$ cat src/rtl/excl_pkg.sv
// Package: shared types for the exclusive reservation monitor.
// Assumes: sizes are encoded in two bits; the top encoding is reserved.
package excl_pkg;

    typedef enum logic [1:0] {
        SZ_BYTE = 2'd0,
        SZ_HALF = 2'd1,
        SZ_WORD = 2'd2,
        SZ_RSVD = 2'd3
    } acc_size_e;

    typedef struct packed {
        logic      valid;
        acc_size_e size;
    } resv_tag_t;

endpackage

$ cat src/rtl/excl_agu.sv
// Module: excl_agu
// Forms the effective address of an exclusive request and checks that its
// size and immediate offset form a legal encoding.
// Assumes: AW > OFFW; OFF_ALIGN is a power of two of at least 2.
module excl_agu
    import excl_pkg::*;
#(
    parameter int AW        = 32,
    parameter int OFFW      = 12,
    parameter int MAX_OFF   = 1020,
    parameter int OFF_ALIGN = 4
) (
    input  logic [AW-1:0]   base,
    input  logic [OFFW-1:0] offset,
    input  acc_size_e       size,
    output logic [AW-1:0]   eff_addr,
    output logic            legal
);

    localparam int ALIGN_BITS = $clog2(OFF_ALIGN);
    localparam logic [OFFW-1:0] MAX_OFF_V = OFFW'(MAX_OFF);

    logic [AW-1:0] off_ext;
    logic          off_aligned;
    logic          off_in_range;
    logic          off_zero;

    // Purpose: classify the offset (alignment, range, zero).
    always_comb begin
        off_ext      = {{(AW-OFFW){1'b0}}, offset};
        off_aligned  = (offset[ALIGN_BITS-1:0] == '0);
        off_in_range = (offset <= MAX_OFF_V);
        off_zero     = (offset == '0);
    end

    // Purpose: pick the address form and legality rule by access size.
    always_comb begin
        unique case (size)
            SZ_WORD: begin
                eff_addr = base + off_ext;
                legal    = off_aligned && off_in_range;
            end
            SZ_BYTE, SZ_HALF: begin
                eff_addr = base;
                legal    = off_zero;
            end
            default: begin
                eff_addr = base;
                legal    = 1'b0;
            end
        endcase
    end

endmodule

$ cat src/rtl/excl_resv.sv
// Module: excl_resv
// Holds the single reservation (address and size), evaluates a store match
// and cancels the reservation on stores or on snooped writes to its word.
// Assumes: at most one of set_en / clr_en is high in a cycle.
module excl_resv
    import excl_pkg::*;
#(
    parameter int AW       = 32,
    parameter int GRAN_LSB = 2
) (
    input  logic          clk,
    input  logic          rst_n,
    input  logic          set_en,
    input  logic          clr_en,
    input  logic [AW-1:0] req_addr,
    input  acc_size_e     req_size,
    input  logic          snoop_valid,
    input  logic [AW-1:0] snoop_addr,
    output logic          match,
    output logic          holding
);

    localparam logic [AW-1:0] WORD_MASK = ~((AW'(1) << GRAN_LSB) - AW'(1));

    resv_tag_t     tag_q;
    logic [AW-1:0] addr_q;
    logic          snoop_hit;

    // Purpose: detect a snooped write into the reserved word.
    always_comb begin
        snoop_hit = snoop_valid && tag_q.valid &&
                    ((snoop_addr & WORD_MASK) == (addr_q & WORD_MASK));
    end

    // Purpose: decide whether the presented store agrees with the reservation.
    always_comb begin
        match = tag_q.valid && !snoop_hit &&
                (addr_q == req_addr) && (tag_q.size == req_size);
    end

    // Purpose: install, clear or keep the reservation.
    always_ff @(posedge clk) begin
        if (!rst_n) begin
            tag_q  <= '{valid: 1'b0, size: SZ_BYTE};
            addr_q <= '0;
        end else if (set_en) begin
            tag_q  <= '{valid: 1'b1, size: req_size};
            addr_q <= req_addr;
        end else if (clr_en || snoop_hit) begin
            tag_q.valid <= 1'b0;
        end
    end

    assign holding = tag_q.valid;

endmodule

$ cat src/rtl/excl_resp.sv
// Module: excl_resp
// Registers the response of each request so it is seen one cycle later.
// Assumes: the decision inputs are stable in the request cycle.
module excl_resp #(
    parameter int AW  = 32,
    parameter int STW = 32
) (
    input  logic           clk,
    input  logic           rst_n,
    input  logic           req_valid,
    input  logic           req_store,
    input  logic           legal,
    input  logic           match,
    input  logic [AW-1:0]  eff_addr,
    output logic           rsp_valid,
    output logic           rsp_rd,
    output logic           rsp_we,
    output logic           rsp_illegal,
    output logic [AW-1:0]  rsp_addr,
    output logic [STW-1:0] rsp_status
);

    logic do_write;
    logic do_read;
    logic st_fail;

    // Purpose: derive the outcome of the current request.
    always_comb begin
        do_write = req_valid && req_store && legal && match;
        do_read  = req_valid && !req_store && legal;
        st_fail  = req_valid && req_store && !do_write;
    end

    // Purpose: register strobes, flags and status for one cycle.
    always_ff @(posedge clk) begin
        if (!rst_n) begin
            rsp_valid   <= 1'b0;
            rsp_rd      <= 1'b0;
            rsp_we      <= 1'b0;
            rsp_illegal <= 1'b0;
            rsp_status  <= '0;
        end else begin
            rsp_valid   <= req_valid;
            rsp_rd      <= do_read;
            rsp_we      <= do_write;
            rsp_illegal <= req_valid && !legal;
            rsp_status  <= STW'(st_fail);
        end
    end

    // Purpose: capture the effective address of each accepted request.
    always_ff @(posedge clk) begin
        if (!rst_n) begin
            rsp_addr <= '0;
        end else if (req_valid) begin
            rsp_addr <= eff_addr;
        end
    end

endmodule

$ cat src/rtl/excl_monitor.sv
// Module: excl_monitor (top)
// Exclusive access reservation monitor: address generation, legality check,
// single reservation with snoop cancellation, registered store status.
// Assumes: one request per cycle; snoop reports writes by other agents only.
module excl_monitor
    import excl_pkg::*;
#(
    parameter int AW        = 32,
    parameter int OFFW      = 12,
    parameter int MAX_OFF   = 1020,
    parameter int OFF_ALIGN = 4,
    parameter int STW       = 32
) (
    input  logic           clk,
    input  logic           rst_n,
    input  logic           req_valid,
    input  logic           req_store,
    input  logic [AW-1:0]  req_base,
    input  logic [OFFW-1:0] req_offset,
    input  logic [1:0]     req_size,
    input  logic           snoop_valid,
    input  logic [AW-1:0]  snoop_addr,
    output logic           rsp_valid,
    output logic           rsp_rd,
    output logic           rsp_we,
    output logic           rsp_illegal,
    output logic [AW-1:0]  rsp_addr,
    output logic [STW-1:0] rsp_status
);

    localparam int GRAN_LSB = $clog2(OFF_ALIGN);

    acc_size_e     size_e;
    logic [AW-1:0] eff_addr;
    logic          legal;
    logic          match;
    logic          set_en;
    logic          clr_en;
    logic          holding;

    // Purpose: decode the size field and the reservation controls.
    always_comb begin
        size_e = acc_size_e'(req_size);
        set_en = req_valid && !req_store && legal;
        clr_en = req_valid && req_store && legal;
    end

    excl_agu #(
        .AW(AW), .OFFW(OFFW), .MAX_OFF(MAX_OFF), .OFF_ALIGN(OFF_ALIGN)
    ) i_agu (
        .base(req_base), .offset(req_offset), .size(size_e),
        .eff_addr(eff_addr), .legal(legal)
    );

    excl_resv #(
        .AW(AW), .GRAN_LSB(GRAN_LSB)
    ) i_resv (
        .clk(clk), .rst_n(rst_n), .set_en(set_en), .clr_en(clr_en),
        .req_addr(eff_addr), .req_size(size_e),
        .snoop_valid(snoop_valid), .snoop_addr(snoop_addr),
        .match(match), .holding(holding)
    );

    excl_resp #(
        .AW(AW), .STW(STW)
    ) i_resp (
        .clk(clk), .rst_n(rst_n), .req_valid(req_valid), .req_store(req_store),
        .legal(legal), .match(match), .eff_addr(eff_addr),
        .rsp_valid(rsp_valid), .rsp_rd(rsp_rd), .rsp_we(rsp_we),
        .rsp_illegal(rsp_illegal), .rsp_addr(rsp_addr), .rsp_status(rsp_status)
    );

endmodule

$ cat config.mk
export PLATFORM = sky130hd
export DESIGN_NAME = excl_monitor
export DESIGN_NICKNAME = d
export VERILOG_FILES = /design/src/rtl/excl_pkg.sv /design/src/rtl/excl_agu.sv /design/src/rtl/excl_resv.sv /design/src/rtl/excl_resp.sv /design/src/rtl/excl_monitor.sv
export SDC_FILE = /design/constraint.sdc
export NUM_CORES = 1
export LEC_CHECK = 0
export BUFFER_PORTS_ARGS = -buffer_cell sky130_fd_sc_hd__clkbuf_2
export CORE_MARGIN = 10
export CORE_UTILIZATION = 53
export DETAILED_ROUTE_END_ITERATION = 16
export PLACE_DENSITY = 0.8
export SLEW_MARGIN = 20
export SYNTH_ARGS = -nofsm -noshare
export SYNTH_HDL_FRONTEND = slang
export SYNTH_SLANG_ARGS = --single-unit
export TNS_END_PERCENT = 50
$ cat constraint.sdc
create_clock -name clk -period 4.9 [get_ports clk]
set_clock_uncertainty 0.2 [all_clocks]
set_input_delay 0.49 -clock clk [delete_from_list [all_inputs] [get_ports clk]]
set_output_delay 0.49 -clock clk [all_outputs]
set_load 0.03 [all_outputs]
==> reports/metrics.yaml <==
outcome:
  status: "complete, no violations"
clock_tree:
  cts-htree-levels: 3
  post_cts_resized: 0
  path_clk_slew_ns: 0.08
  cts_tree: "done"
  postCtsHoldBufs: 0
  cts.path.max_buffers: 2
  clk_latency_ns: 0.34
  root_buffer: "clkbuf_8"
  postCtsSetupBuffers: 0
  clock_sinks: 72
  cts_made_buffers: 9
synthesis:
  synth_ff_type: "dfxtp_1"
  ys_warn_count: 0
  synth_xor_area_share_pct: 15.4
  muxShareOfSynthArea_pct: 2.97
  syn-cell-area_um2: 5390
  ys_ff_latch: 72
  syn_inst: 674
  synth_edf_count: 0
  ys_seq_area_share_pct: 26.8
  synth_compound_area_share_pct: 21.1
  synth_fa_ha_area_share_pct: 3.16
  yosysUniqueCellTypes: 73
  synth_top_family_by_area: "simple AND/OR/NAND/NOR gates"
  syn_area_per_cell_um2: 7.99
  synth-simple-area-share_pct: 22.6
  async_reset_ff_share_pct: 0
final_layout:
  num-nets-final: 858
  area_growth_pct: 13.4
  multi_input_area_um2: 3630
  final_cell_mix: "clkbuf_2 (117), nor2_1 (99), dfxtp_1 (72), a211oi_1 (66), xnor2_1 (50)"
  final_common_cell: "clkbuf_2"
  fill_cells: 951
  seq_area_um2: 1440
  stdcell_area_um2: 6110
  layout-drive-gt1-share_pct: 20.1
  antenna_cells: 0
global_routing:
  grt_overflow: 0
  grt_pass1_wl_mm: 27.4
  grt_usage_pct: 23.5
  grt_max_degree: 69
  antenna_found_initial: 0
  grt_pass1_vias: 5062
route:
  first_pass_iters: 5
  drtIter0Drc: 473
  final_antenna_net_count: 0
  drc: 0
  vias: 5284
  routedWlPerCell_um: 20.2
  detail_route.vias_per_cell: 5.87
  wl_mm: 18.2
worst_hold_path:
  hold_class: "input port to flip-flop"
sta:
  relSlewSlack_pct: 42.3
  slew_violations: 0
  hold_viol_final: 0
  finalWorstSetupSlack_ns: 0.656
  period_share_pct: 86.6
  fin_tns_setup_ns: 0
  tightestPinTransition_ns: 0.866
  rsz0062_at_grt: "false"
  setup_viol: 0
  fin_crit_ns: 4.24
  max_freq_mhz: 236
floorplanning:
  boundaryPins: 151
  coreArea_um2: 9820
  die_x_um: 121
  dieArea_um2: 14600
  initial_core_util_pct: 54.9
  die_h_um: 121
  floorplan.rows: 36
setup_path:
  crit_path_end_kind: "flip-flop"
  max_stage_delay_ns: 0.55
  worstPathArrival_ns: 4.28
  critical_path_class: "input port to flip-flop"
  required_ns: 4.93
  crit_top_cell: "xnor2_1"
  cp_max_fo: 9
  crit_chain: "clkbuf_2, ha_1, fa_1, a211oi_1, o21a_1, o211a_2, nor3_1, xnor2_1, xnor2_1, or4_1, or4b_1, and3_1"
  cp-start-kind: "input port"
  cp_slowest_cell: "or4b_1"
placed_design:
  gp_congestion: 0.964
  dp_hpwl_mm: 14.8
  dp_slack_ns: 0.405
  placed_area_um2: 5890
  port_buffers: 117
pwr:
  leakagePower_uw: 0.00246
  p_total_uw: 1580
  p_per_area_nw_per_um2: 258
  peakVddDrop_uv: 149
job:
  max-cap-violations: 0
==> per-stage QoR <==
step | util [%] | hold WS, ns | cells
floorplan | - | 0.283 | 704
global placement | 60.0 | 0.275 | 884
detailed placement | 60.0 | 0.278 | 884
CTS | 62.2 | 0.215 | 900
global route | 62.2 | 0.217 | 900
finish | 62.2 | 0.229 | 900
==> cell type report <==
type                            count  share of cell area, %
Timing Repair Buffer              122                   10.2
Clock buffer                        9                   2.03
Sequential cell                    72                   23.6
Tap cell                          133                   2.72
Clock inverter                      7                   1.56
Multi-Input combinational cell    551                   59.5
Inverter                            6                  0.389
==> power breakdown <==
part | internal (uW) | switching (uW) | leakage [uW]
Combinational | 144 | 297 | 0.00176
Sequential | 606 | 12.5 | 0.000589
Clock | 288 | 231 | 0.000110
==> critical path, delay by kind of cell <==
family | cells | cell delay, ns
and+or+nand+nor | 4 | 1.34
AOI/OAI and AO/OA | 3 | 1.13
buffers and inverters | 1 | 0.11
xor gates and xnor gates | 2 | 0.49
adders and majority gates | 2 | 0.71
==> sequential cells by signal, summed over array words and instances (netlist names) <==
signal	count
i_resp.rsp_addr	32
i_resp.rsp_illegal	1
i_resp.rsp_rd	1
i_resp.rsp_status	1
i_resp.rsp_valid	1
i_resp.rsp_we	1
i_resv.addr_q	32
i_resv.holding	1
i_resv.tag_q	2
==> synth_stat cells (6+ instances only) <==
master / instances / area, um2
ha_1: 12 / 150
dfxtp_1: 72 / 1440
nand3_1: 16 / 80.1
nor4_1: 11 / 68.8
nor2b_1: 6 / 37.5
buf_2: 6 / 30.0
o21a_1: 8 / 60.1
nor2_1: 100 / 375
a211oi_1: 66 / 495
xor2_1: 36 / 315
clkbuf_1: 35 / 131
nand2_1: 30 / 113
xnor2_1: 50 / 438
nor3_1: 13 / 65.1
buf_4: 31 / 233
mux2i_1: 16 / 160
nand2b_1: 7 / 43.8
nand4_1: 16 / 100
a21oi_1: 24 / 120
or3_1: 6 / 37.5
o21ai_0: 16 / 80.1
and3_1: 6 / 37.5
or4_1: 7 / 52.6
==> path summary, 6_finish.rpt <==
| check | slack [ns] | end | cells after the start | from |
|---|---|---|---|---|
| hold reg to reg | 0.29 | i_resp.rsp_addr[5]$_SDFFE_PN0P_ | 2 | i_resp.rsp_addr[5]$_SDFFE_PN0P_ |
| hold / removal | 0.23 | i_resv.holding$_SDFFE_PN0P_ | 2 | rst_n |
| setup / recovery | 0.66 | i_resp.rsp_status[0]$_SDFF_PN0_ | 12 | req_base[0] |
| setup reg to reg | 1.44 | i_resp.rsp_status[0]$_SDFF_PN0_ | 9 | i_resv.addr_q[16]$_SDFFE_PN0P_ |
==> logic make-up after synthesis <==
logic type	count (synthesis)
AO/OA/AOI/OAI	159
XOR/XNOR	89
adder cells (fa/ha/maj)	13
buffers and inverters	81
flip-flops	72
multiplexers	16
other	1
AND/OR/NAND/NOR	243
==> metal layers <==
| layer | GRT usage, % | share of wire [%] | routed length, um | up-vias |
|---|---|---|---|---|
| met5 | 0 | 0 | 0 | - |
| met4 | 6.94 | 1.9 | 351 | 0 |
| met3 | 4.33 | 7.6 | 1380 | 24 |
| met2 | 38.5 | 46 | 8440 | 231 |
| met1 | 30.8 | 44 | 8040 | 2474 |
| li1 | - | - | - | 2555 |
(Power assumes the default switching activity.)
